===== src/rtl/ddr2i_pkg.sv =====
package ddr2i_pkg;

    localparam int BA_W = 3;

    typedef enum logic [2:0] {
        CMD_NOP  = 3'd0,
        CMD_PALL = 3'd1,
        CMD_REF  = 3'd2,
        CMD_MRS  = 3'd3,
        CMD_EMRS = 3'd4
    } cmd_code_e;

    typedef enum logic [3:0] {
        ST_PALL_A    = 4'd0,
        ST_EMR2      = 4'd1,
        ST_EMR3      = 4'd2,
        ST_EMR_DLL   = 4'd3,
        ST_MR_DLLRST = 4'd4,
        ST_PALL_B    = 4'd5,
        ST_REF_A     = 4'd6,
        ST_REF_B     = 4'd7,
        ST_MR_RUN    = 4'd8,
        ST_OCD_DFLT  = 4'd9,
        ST_OCD_EXIT  = 4'd10
    } step_e;

    typedef enum logic [2:0] {
        PH_IDLE,
        PH_PWR_WAIT,
        PH_ISSUE,
        PH_MR_WAIT,
        PH_DONE
    } phase_e;

    typedef struct packed {
        cmd_code_e        code;
        logic [BA_W-1:0]  ba;
    } cmd_hdr_t;

    // Mode-register bit positions fixed by the DDR2 register layout
    localparam int PALL_BIT    = 10;
    localparam int DLLRST_BIT  = 8;
    localparam int DLLDIS_BIT  = 0;
    localparam int OCD_LSB     = 7;
    localparam int OCD_W       = 3;

    // Bank values selecting each mode register
    localparam logic [BA_W-1:0] BA_MR   = 3'd0;
    localparam logic [BA_W-1:0] BA_EMR1 = 3'd1;
    localparam logic [BA_W-1:0] BA_EMR2 = 3'd2;
    localparam logic [BA_W-1:0] BA_EMR3 = 3'd3;

    function automatic int ceil_div(input int num, input int den);
        return (num + den - 1) / den;
    endfunction

    function automatic int imax(input int a, input int b);
        return (a > b) ? a : b;
    endfunction

endpackage


===== src/rtl/ddr2i_timer.sv =====
module ddr2i_timer #(
    parameter int W = 8
) (
    input  logic         clk,
    input  logic         rst,
    input  logic         load,
    input  logic [W-1:0] load_val,
    output logic         zero
);
    logic [W-1:0] cnt;

    always_ff @(posedge clk) begin
        if (rst) begin
            cnt <= '0;
        end else if (load) begin
            cnt <= load_val;
        end else if (cnt != '0) begin
            cnt <= cnt - 1'b1;
        end
    end

    assign zero = (cnt == '0);
endmodule


===== src/rtl/ddr2i_cmd_gen.sv =====
module ddr2i_cmd_gen
    import ddr2i_pkg::*;
#(
    parameter int ADDR_W = 14
) (
    input  step_e             step,
    input  logic [ADDR_W-1:0] mr_base,
    input  logic [ADDR_W-1:0] emr_base,
    input  logic [ADDR_W-1:0] emr2_val,
    input  logic [ADDR_W-1:0] emr3_val,
    output cmd_hdr_t          hdr,
    output logic [ADDR_W-1:0] addr
);
    localparam logic [ADDR_W-1:0] PALL_MASK   = ADDR_W'(1) << PALL_BIT;
    localparam logic [ADDR_W-1:0] DLLRST_MASK = ADDR_W'(1) << DLLRST_BIT;
    localparam logic [ADDR_W-1:0] DLLDIS_MASK = ADDR_W'(1) << DLLDIS_BIT;
    localparam logic [ADDR_W-1:0] OCD_MASK    = ADDR_W'((1 << OCD_W) - 1) << OCD_LSB;

    logic [ADDR_W-1:0] emr_run;

    // Extended mode value with DLL enabled and calibration field at exit
    assign emr_run = emr_base & ~(DLLDIS_MASK | OCD_MASK);

    always_comb begin
        hdr  = '{code: CMD_NOP, ba: BA_MR};
        addr = '0;
        unique case (step)
            ST_PALL_A, ST_PALL_B: begin
                hdr  = '{code: CMD_PALL, ba: BA_MR};
                addr = PALL_MASK;
            end
            ST_EMR2: begin
                hdr  = '{code: CMD_EMRS, ba: BA_EMR2};
                addr = emr2_val;
            end
            ST_EMR3: begin
                hdr  = '{code: CMD_EMRS, ba: BA_EMR3};
                addr = emr3_val;
            end
            ST_EMR_DLL, ST_OCD_EXIT: begin
                hdr  = '{code: CMD_EMRS, ba: BA_EMR1};
                addr = emr_run;
            end
            ST_MR_DLLRST: begin
                hdr  = '{code: CMD_MRS, ba: BA_MR};
                addr = mr_base | DLLRST_MASK;
            end
            ST_REF_A, ST_REF_B: begin
                hdr  = '{code: CMD_REF, ba: BA_MR};
                addr = '0;
            end
            ST_MR_RUN: begin
                hdr  = '{code: CMD_MRS, ba: BA_MR};
                addr = mr_base & ~DLLRST_MASK;
            end
            ST_OCD_DFLT: begin
                hdr  = '{code: CMD_EMRS, ba: BA_EMR1};
                addr = emr_run | OCD_MASK;
            end
            default: begin
                hdr  = '{code: CMD_NOP, ba: BA_MR};
                addr = '0;
            end
        endcase
    end
endmodule


===== src/rtl/ddr2i_seq.sv =====
module ddr2i_seq
    import ddr2i_pkg::*;
#(
    parameter int ADDR_W          = 14,
    parameter int CLK_PERIOD_PS   = 2500,
    parameter int PWRUP_PS        = 400000,
    parameter int POST_MRS_CYCLES = 200
) (
    input  logic              clk,
    input  logic              rst,
    input  logic              start,
    input  logic              dual_rank,
    input  logic [ADDR_W-1:0] mr_base,
    input  logic [ADDR_W-1:0] emr_base,
    input  logic [ADDR_W-1:0] emr2_val,
    input  logic [ADDR_W-1:0] emr3_val,
    output logic              cmd_valid,
    input  logic              cmd_ready,
    output logic [2:0]        cmd_code,
    output logic              cmd_rank,
    output logic [BA_W-1:0]   cmd_ba,
    output logic [ADDR_W-1:0] cmd_addr,
    output logic              busy,
    output logic              done,
    output logic              refresh_en
);
    localparam int PWR_CYC = imax(1, ceil_div(PWRUP_PS, CLK_PERIOD_PS));
    localparam int MRW_CYC = imax(1, POST_MRS_CYCLES);
    localparam int TMR_W   = $clog2(imax(PWR_CYC, MRW_CYC) + 1);

    phase_e   phase;
    step_e    step;
    logic     rank;
    logic     two_rank;
    logic     fire;
    logic     last_rank;
    logic     tmr_load;
    logic     tmr_zero;
    logic [TMR_W-1:0] tmr_val;
    cmd_hdr_t hdr;
    logic [ADDR_W-1:0] addr;

    assign fire      = (phase == PH_ISSUE) && cmd_ready;
    assign last_rank = (rank == 1'b1) || !two_rank;

    always_comb begin
        tmr_load = 1'b0;
        tmr_val  = TMR_W'(PWR_CYC - 1);
        if (phase == PH_IDLE && start) begin
            tmr_load = 1'b1;
        end else if (fire && step == ST_OCD_EXIT && !last_rank) begin
            tmr_load = 1'b1;
        end else if (fire && step == ST_MR_RUN) begin
            tmr_load = 1'b1;
            tmr_val  = TMR_W'(MRW_CYC - 1);
        end
    end

    ddr2i_timer #(.W(TMR_W)) u_tmr (
        .clk      (clk),
        .rst      (rst),
        .load     (tmr_load),
        .load_val (tmr_val),
        .zero     (tmr_zero)
    );

    ddr2i_cmd_gen #(.ADDR_W(ADDR_W)) u_gen (
        .step     (step),
        .mr_base  (mr_base),
        .emr_base (emr_base),
        .emr2_val (emr2_val),
        .emr3_val (emr3_val),
        .hdr      (hdr),
        .addr     (addr)
    );

    always_ff @(posedge clk) begin
        if (rst) begin
            phase    <= PH_IDLE;
            step     <= ST_PALL_A;
            rank     <= 1'b0;
            two_rank <= 1'b0;
        end else begin
            unique case (phase)
                PH_IDLE: begin
                    if (start) begin
                        two_rank <= dual_rank;
                        rank     <= 1'b0;
                        step     <= ST_PALL_A;
                        phase    <= PH_PWR_WAIT;
                    end
                end
                PH_PWR_WAIT, PH_MR_WAIT: begin
                    if (tmr_zero) phase <= PH_ISSUE;
                end
                PH_ISSUE: begin
                    if (cmd_ready) begin
                        if (step == ST_OCD_EXIT) begin
                            if (last_rank) begin
                                phase <= PH_DONE;
                            end else begin
                                rank  <= 1'b1;
                                step  <= ST_PALL_A;
                                phase <= PH_PWR_WAIT;
                            end
                        end else begin
                            step <= step_e'(step + 4'd1);
                            if (step == ST_MR_RUN) phase <= PH_MR_WAIT;
                        end
                    end
                end
                PH_DONE: phase <= PH_DONE;
                default: phase <= PH_IDLE;
            endcase
        end
    end

    assign cmd_valid  = (phase == PH_ISSUE);
    assign cmd_code   = hdr.code;
    assign cmd_ba     = hdr.ba;
    assign cmd_addr   = addr;
    assign cmd_rank   = rank;
    assign busy       = (phase == PH_PWR_WAIT) || (phase == PH_ISSUE) || (phase == PH_MR_WAIT);
    assign done       = (phase == PH_DONE);
    assign refresh_en = (phase == PH_DONE);
endmodule


===== config.mk =====
export PLATFORM = sky130hd
export DESIGN_NAME = ddr2i_seq
export DESIGN_NICKNAME = d
export VERILOG_FILES = /design/src/rtl/ddr2i_pkg.sv /design/src/rtl/ddr2i_timer.sv /design/src/rtl/ddr2i_cmd_gen.sv /design/src/rtl/ddr2i_seq.sv
export SDC_FILE = /design/constraint.sdc
export NUM_CORES = 1
export LEC_CHECK = 0
export BUFFER_PORTS_ARGS = -buffer_cell sky130_fd_sc_hd__clkbuf_2
export CORE_MARGIN = 3
export CORE_UTILIZATION = 48
export DETAILED_ROUTE_END_ITERATION = 8
export GPL_TIMING_DRIVEN = 0
export PLACE_DENSITY = 0.86
export SLEW_MARGIN = 20
export SYNTH_ARGS = -nofsm -noshare
export SYNTH_HDL_FRONTEND = slang
export SYNTH_SLANG_ARGS = --single-unit

===== constraint.sdc =====
create_clock -name clk -period 4.8 [get_ports clk]
set_clock_uncertainty 0.05 [all_clocks]
set_input_delay 0.96 -clock clk [delete_from_list [all_inputs] [get_ports clk]]
set_output_delay 0.96 -clock clk [all_outputs]
set_load 0.05 [all_outputs]

After elaboration in Yosys (flattened, before gate mapping):

Cells that the tools add are included.

* word-level logic and storage cells: 81
* register bits: 17
* input bits: 61

* reductions and logical operators: 26
* equality and inequality tests: 21
* multiplexer cells: 27
* add/subtract/negate cells: 2

Operators by type and width (count)
* one-hot mux 14 bit (7 select lines): 1
* one-hot mux 6 bit (6 select lines): 1
* two-way mux 8 bit: 3
* two-way mux 3 bit: 6
* == test 4 x 3 -> 1 bit (second input constant): 4
* two-way mux 4 bit: 4
* two-way mux 7 bit: 2
* == test 4 bit (second input constant): 3
* one-hot mux 3 bit (4 select lines): 1
* OR reduction 2 bit: 5
* == test 4 x 2 -> 1 bit (second input constant): 2
* zero test 8 bit: 1
* one-hot mux 4 bit (2 select lines): 1
* AND reduction 4 bit: 2
* nonzero test 8 bit: 1
* subtractor 8 x 1 -> 8 bit (second input constant): 1
* two-way mux 1 bit: 7
* == test 3 x 2 -> 1 bit (second input constant): 2
* inequality test 2 bit (second input constant): 3
* logical AND 1 bit: 5
* AND reduction 5 bit: 1
* adder 4 x 1 -> 4 bit (second input constant): 1
* == test 4 x 1 -> 1 bit (second input constant): 1
* zero test 4 bit: 1
* 12 further kinds: 17

Logic depth before layout (Yosys ltp):

* depth in word-level cells: 7
* gate-level depth with buffers: 6
* depth with buffers taken out: 6

Modules after synthesis:

From an unflattened synthesis, not the netlist that was laid out.

* cell total of the unflattened synthesis: 220
* area total of the unflattened synthesis: 1706.6 sq um

By module, submodules not included
* ddr2i_seq: sequential area each 180.2 sq um, times used 1, cells each 77, area each 648.1 sq um
* ddr2i_cmd_gen: sequential area each 0.0 sq um, times used 1, cells each 90, area each 583.1 sq um
* ddr2i_timer: sequential area each 160.2 sq um, times used 1, cells each 53, area each 475.5 sq um

Least setup slack after synthesis:

No wires, ideal clock.

* path kind: input -> output
* start: input port emr3_val[8]
* end: output port cmd_addr[8]
* buffers on the path: 0
* cell stages on the path: 3
* setup slack: 1324 ps
* data required time: 3790 ps
* data arrival time: 2466 ps
* cell sequence: nand2_1 -> mux2_2 -> o32ai_1

* cells in the longest elaborated chain, start to end: 1

Ends and longest elaborated chain
* from (decl): line ddr2i_seq.sv:16 `input logic [ADDR_W-1:0] emr3_val,`
* one-hot mux 14 bit (7 select lines): line ddr2i_cmd_gen.sv:27 `unique case (step)`
* to (decl): line ddr2i_seq.sv:22 `output logic [ADDR_W-1:0] cmd_addr,`

No other way between the ends.

Worst setup path in the final report:

* start: register step[0]
* end: output port cmd_addr[6]

* cells in the longest elaborated chain, start to end: 3

Ends and longest elaborated chain
* from (decl): line ddr2i_seq.sv:32 `step_e step;`
* from (signal assigned): line ddr2i_seq.sv:107 `step <= step_e'(step + 4'd1);`
* == test 4 bit, or another cell as far along: line ddr2i_cmd_gen.sv:27
* OR reduction 2 bit: line ddr2i_cmd_gen.sv:27
* one-hot mux 14 bit (7 select lines) *: line ddr2i_cmd_gen.sv:27

Mark *: on every way between the ends. The rest lies on a longest branch, timed or not.

==> results_dict.tcl <==
set metrics [dict create \
    holdWs_ps 463 \
    cts_tree "yes" \
    grt_pass1_wl_mm 7.15 \
    rsz0062_at_grt "no" \
    ant_nets 0 \
    hold_viol_final 0 \
    ir_drop_uv 199 \
    final.min_clock_period_ps 3180 \
    crit_type "reg -> out" \
    avgSynthCellArea_um2 7.87 \
    cts_hold_buf 0 \
    setup_tns_ps 0 \
    power.internal_uw 273 \
    wl_mm 4.34 \
    p_seq_share_pct 41.0 \
    fmax_ghz 0.315 \
    die_w_um 62.3 \
    clk_pin_slew_worst_paths_ps 100 \
    synthFlopType "dfxtp_1" \
    endpoint_kind "output pin" \
    finalMaxSlewViolations 0 \
    overflow 0 \
    sw_frac_of_total_pct 37.8 \
    clock_latency_ps 290 \
    start_util_pct 52.8 \
    cp_max_fo 10 \
    maxCapViolations 0 \
    cpMaxStageDelayCell "clkbuf_1" \
    crit_arrival_ps 2170 \
    multi_input_area_um2 1030 \
    power.share.clock_pct 18.0 \
    nFillCells 250 \
    power_frac_comb_pct 41.1 \
    yosysWarnings 0 \
    synth_edf_count 0 \
    setup_viol 0 \
    drive_above_1_share_pct 41.7 \
    syn_nets 256 \
    via_count 1754 \
    cpPeakStageDelay_ps 410 \
    worstPathCellList "buf_2 -> inv_1 -> nor4_1 -> clkbuf_1 -> a222oi_1 -> o21ai_0 -> clkbuf_2" \
    first_pass_iters 4 \
    synth_area_um2 1520 \
    numCtsBuffers 3 \
    core_area_um2 2880 \
    grt_max_degree 11 \
    hp-class "reg -> reg" \
    post_cts_resized 0 \
    synth_top_area_share_pct 22.4 \
    grt_pass1_vias 1529 \
    final_core_util_pct 69.3 \
    powerDensity_nw_per_um2 220 \
    netlist-cell-type-count 58 \
    die_y_um 62.3 \
    p_sw_uw 166 \
    antenna_found_initial 0 \
    root_buffer "clkbuf_4" \
    die_area_um2 3880 \
    hpwl_mm 3.52 \
    cts.sinks 17 \
    cts.path.max_buffers 2 \
    cts_htree_levels 1 \
    diodes 0 \
    io_pins 86 \
    status "completed" \
    synth_cells 193 \
    nNetsFinal 340 \
    drtIter0Drc 124 \
    routedWlPerCell_um 13.6 \
    setup_slack_ps 1620 \
    worstPathRequired_ps 3790 \
    fp-row-count 19 \
    synthTopCellsByCount "19 x o21ai_0, 17 x dfxtp_1, 16 x inv_1" \
    regArea_um2 340 \
    port_buffers 79 \
    async_reset_ff_share_pct 0 \
    path_delay_family "buffers and inverters" \
    area_growth_pct 31.3 \
    synth_most_common_cell "o21ai_0" \
    synth.top_cells.by_area "dfxtp_1 22%, a222oi_1 6.6%, o21ai_0 6.3%" \
    ys_seq_area_share_pct 22.4 \
    post-place-ws_ps 1890 \
    synth_seq_cells 17 \
    yosysTopAreaCell "dfxtp_1" \
    crit_path_start_kind "register" \
    crit_buf_inv 4 \
    gp_congestion 0.872 \
    post_cts_buffers 0 \
    leakage_uw 0.000997 \
    period_share_pct 66.2 \
    grt_usage_pct 21.9 \
    drc 0 \
    via_per_inst 5.52 \
]
## layout by cell type, fill, tap and decap left out, types with 4 or more instances in the layout
master / synthesis / final
nand2_1: 8 / 8
dfxtp_1: 17 / 17
clkbuf_1: 4 / 4
buf_2: 8 / 8
nor2_1: 9 / 9
nor4_1: 5 / 5
buf_4: 4 / 4
inv_1: 16 / 16
a222oi_1: 10 / 10
a21oi_1: 12 / 12
mux2i_1: 4 / 4
o21ai_0: 19 / 19
clkbuf_2: 0 / 79
nand2b_1: 6 / 6
nor3_1: 4 / 4
## tightest hold or removal path: stages, from the launching register on
cell and delay, ps:
dfxtp_1 350, mux2i_1 70, nor2_1 70
## power by group through the flow
stage,sequential (µW),combinational (µW),clock (µW)
global placement,182,176,0
CTS,180,179,79.2
floorplan,182,131,0
detailed placement,183,179,0
global route,182,202,85.0
finish,180,180,78.8
## per-layer routing
layer	vias up	track usage, %	wire (µm)
li1	879	-	-
met1	802	27.4	1820
met2	67	39.0	2110
met3	6	5.05	378
met4	0	3.31	29
met5	-	0	0
## sequential cells by signal, indices dropped and copies added, names as in the netlist
| name | cells |
|---|---|
| step | 4 |
| two_rank | 1 |
| u_tmr.cnt | 8 |
| cmd_rank | 1 |
| phase | 3 |
## area by class of cell
class                   count  area share [%]
plain buffers              17            4.45
clock buffers               3            1.13
clock inverters             1           0.251
inverters                  17            3.20
multi-input cells         142            51.4
flip-flops and latches     17            17.1
well taps                  42            2.63
repair buffers             79            19.8
## logic make-up (layout without fill, tap and decap cells)
| family | count (synthesis) | count (layout) | share of synthesized area, % |
|---|---|---|---|
| xor gates and xnor gates | 5 | 5 | 2.88 |
| muxes | 6 | 6 | 4.12 |
| DFF | 17 | 17 | 22.4 |
| other | 1 | 1 | 0.247 |
| adders and majority gates | 2 | 2 | 1.65 |
| AOI/OAI and AO/OA | 62 | 62 | 29.2 |
| and+or+nand+nor | 66 | 66 | 29.4 |
| buffers and inverters | 34 | 117 | 10.0 |
## path summary, 6_finish.rpt
check / start / to / slack (ps) / depth (start not counted)
hold / removal: two_rank / two_rank / 460 / 2
hold reg to reg: two_rank / two_rank / 460 / 2
setup / recovery: step[0] / cmd_addr[6] / 1620 / 7
setup reg to reg: u_tmr.cnt[0] / u_tmr.cnt[3] / 2950 / 6
## stage by stage
step | area (µm²) | power (µW) | instances
after floorplan | 1520 | 313 | 193
after global placement | 1970 | 358 | 314
after detailed placement | 1970 | 362 | 314
after CTS | 1990 | 438 | 318
after global routing | 1990 | 469 | 318
final | 1990 | 439 | 318
Power figures use the tool's default switching activity.
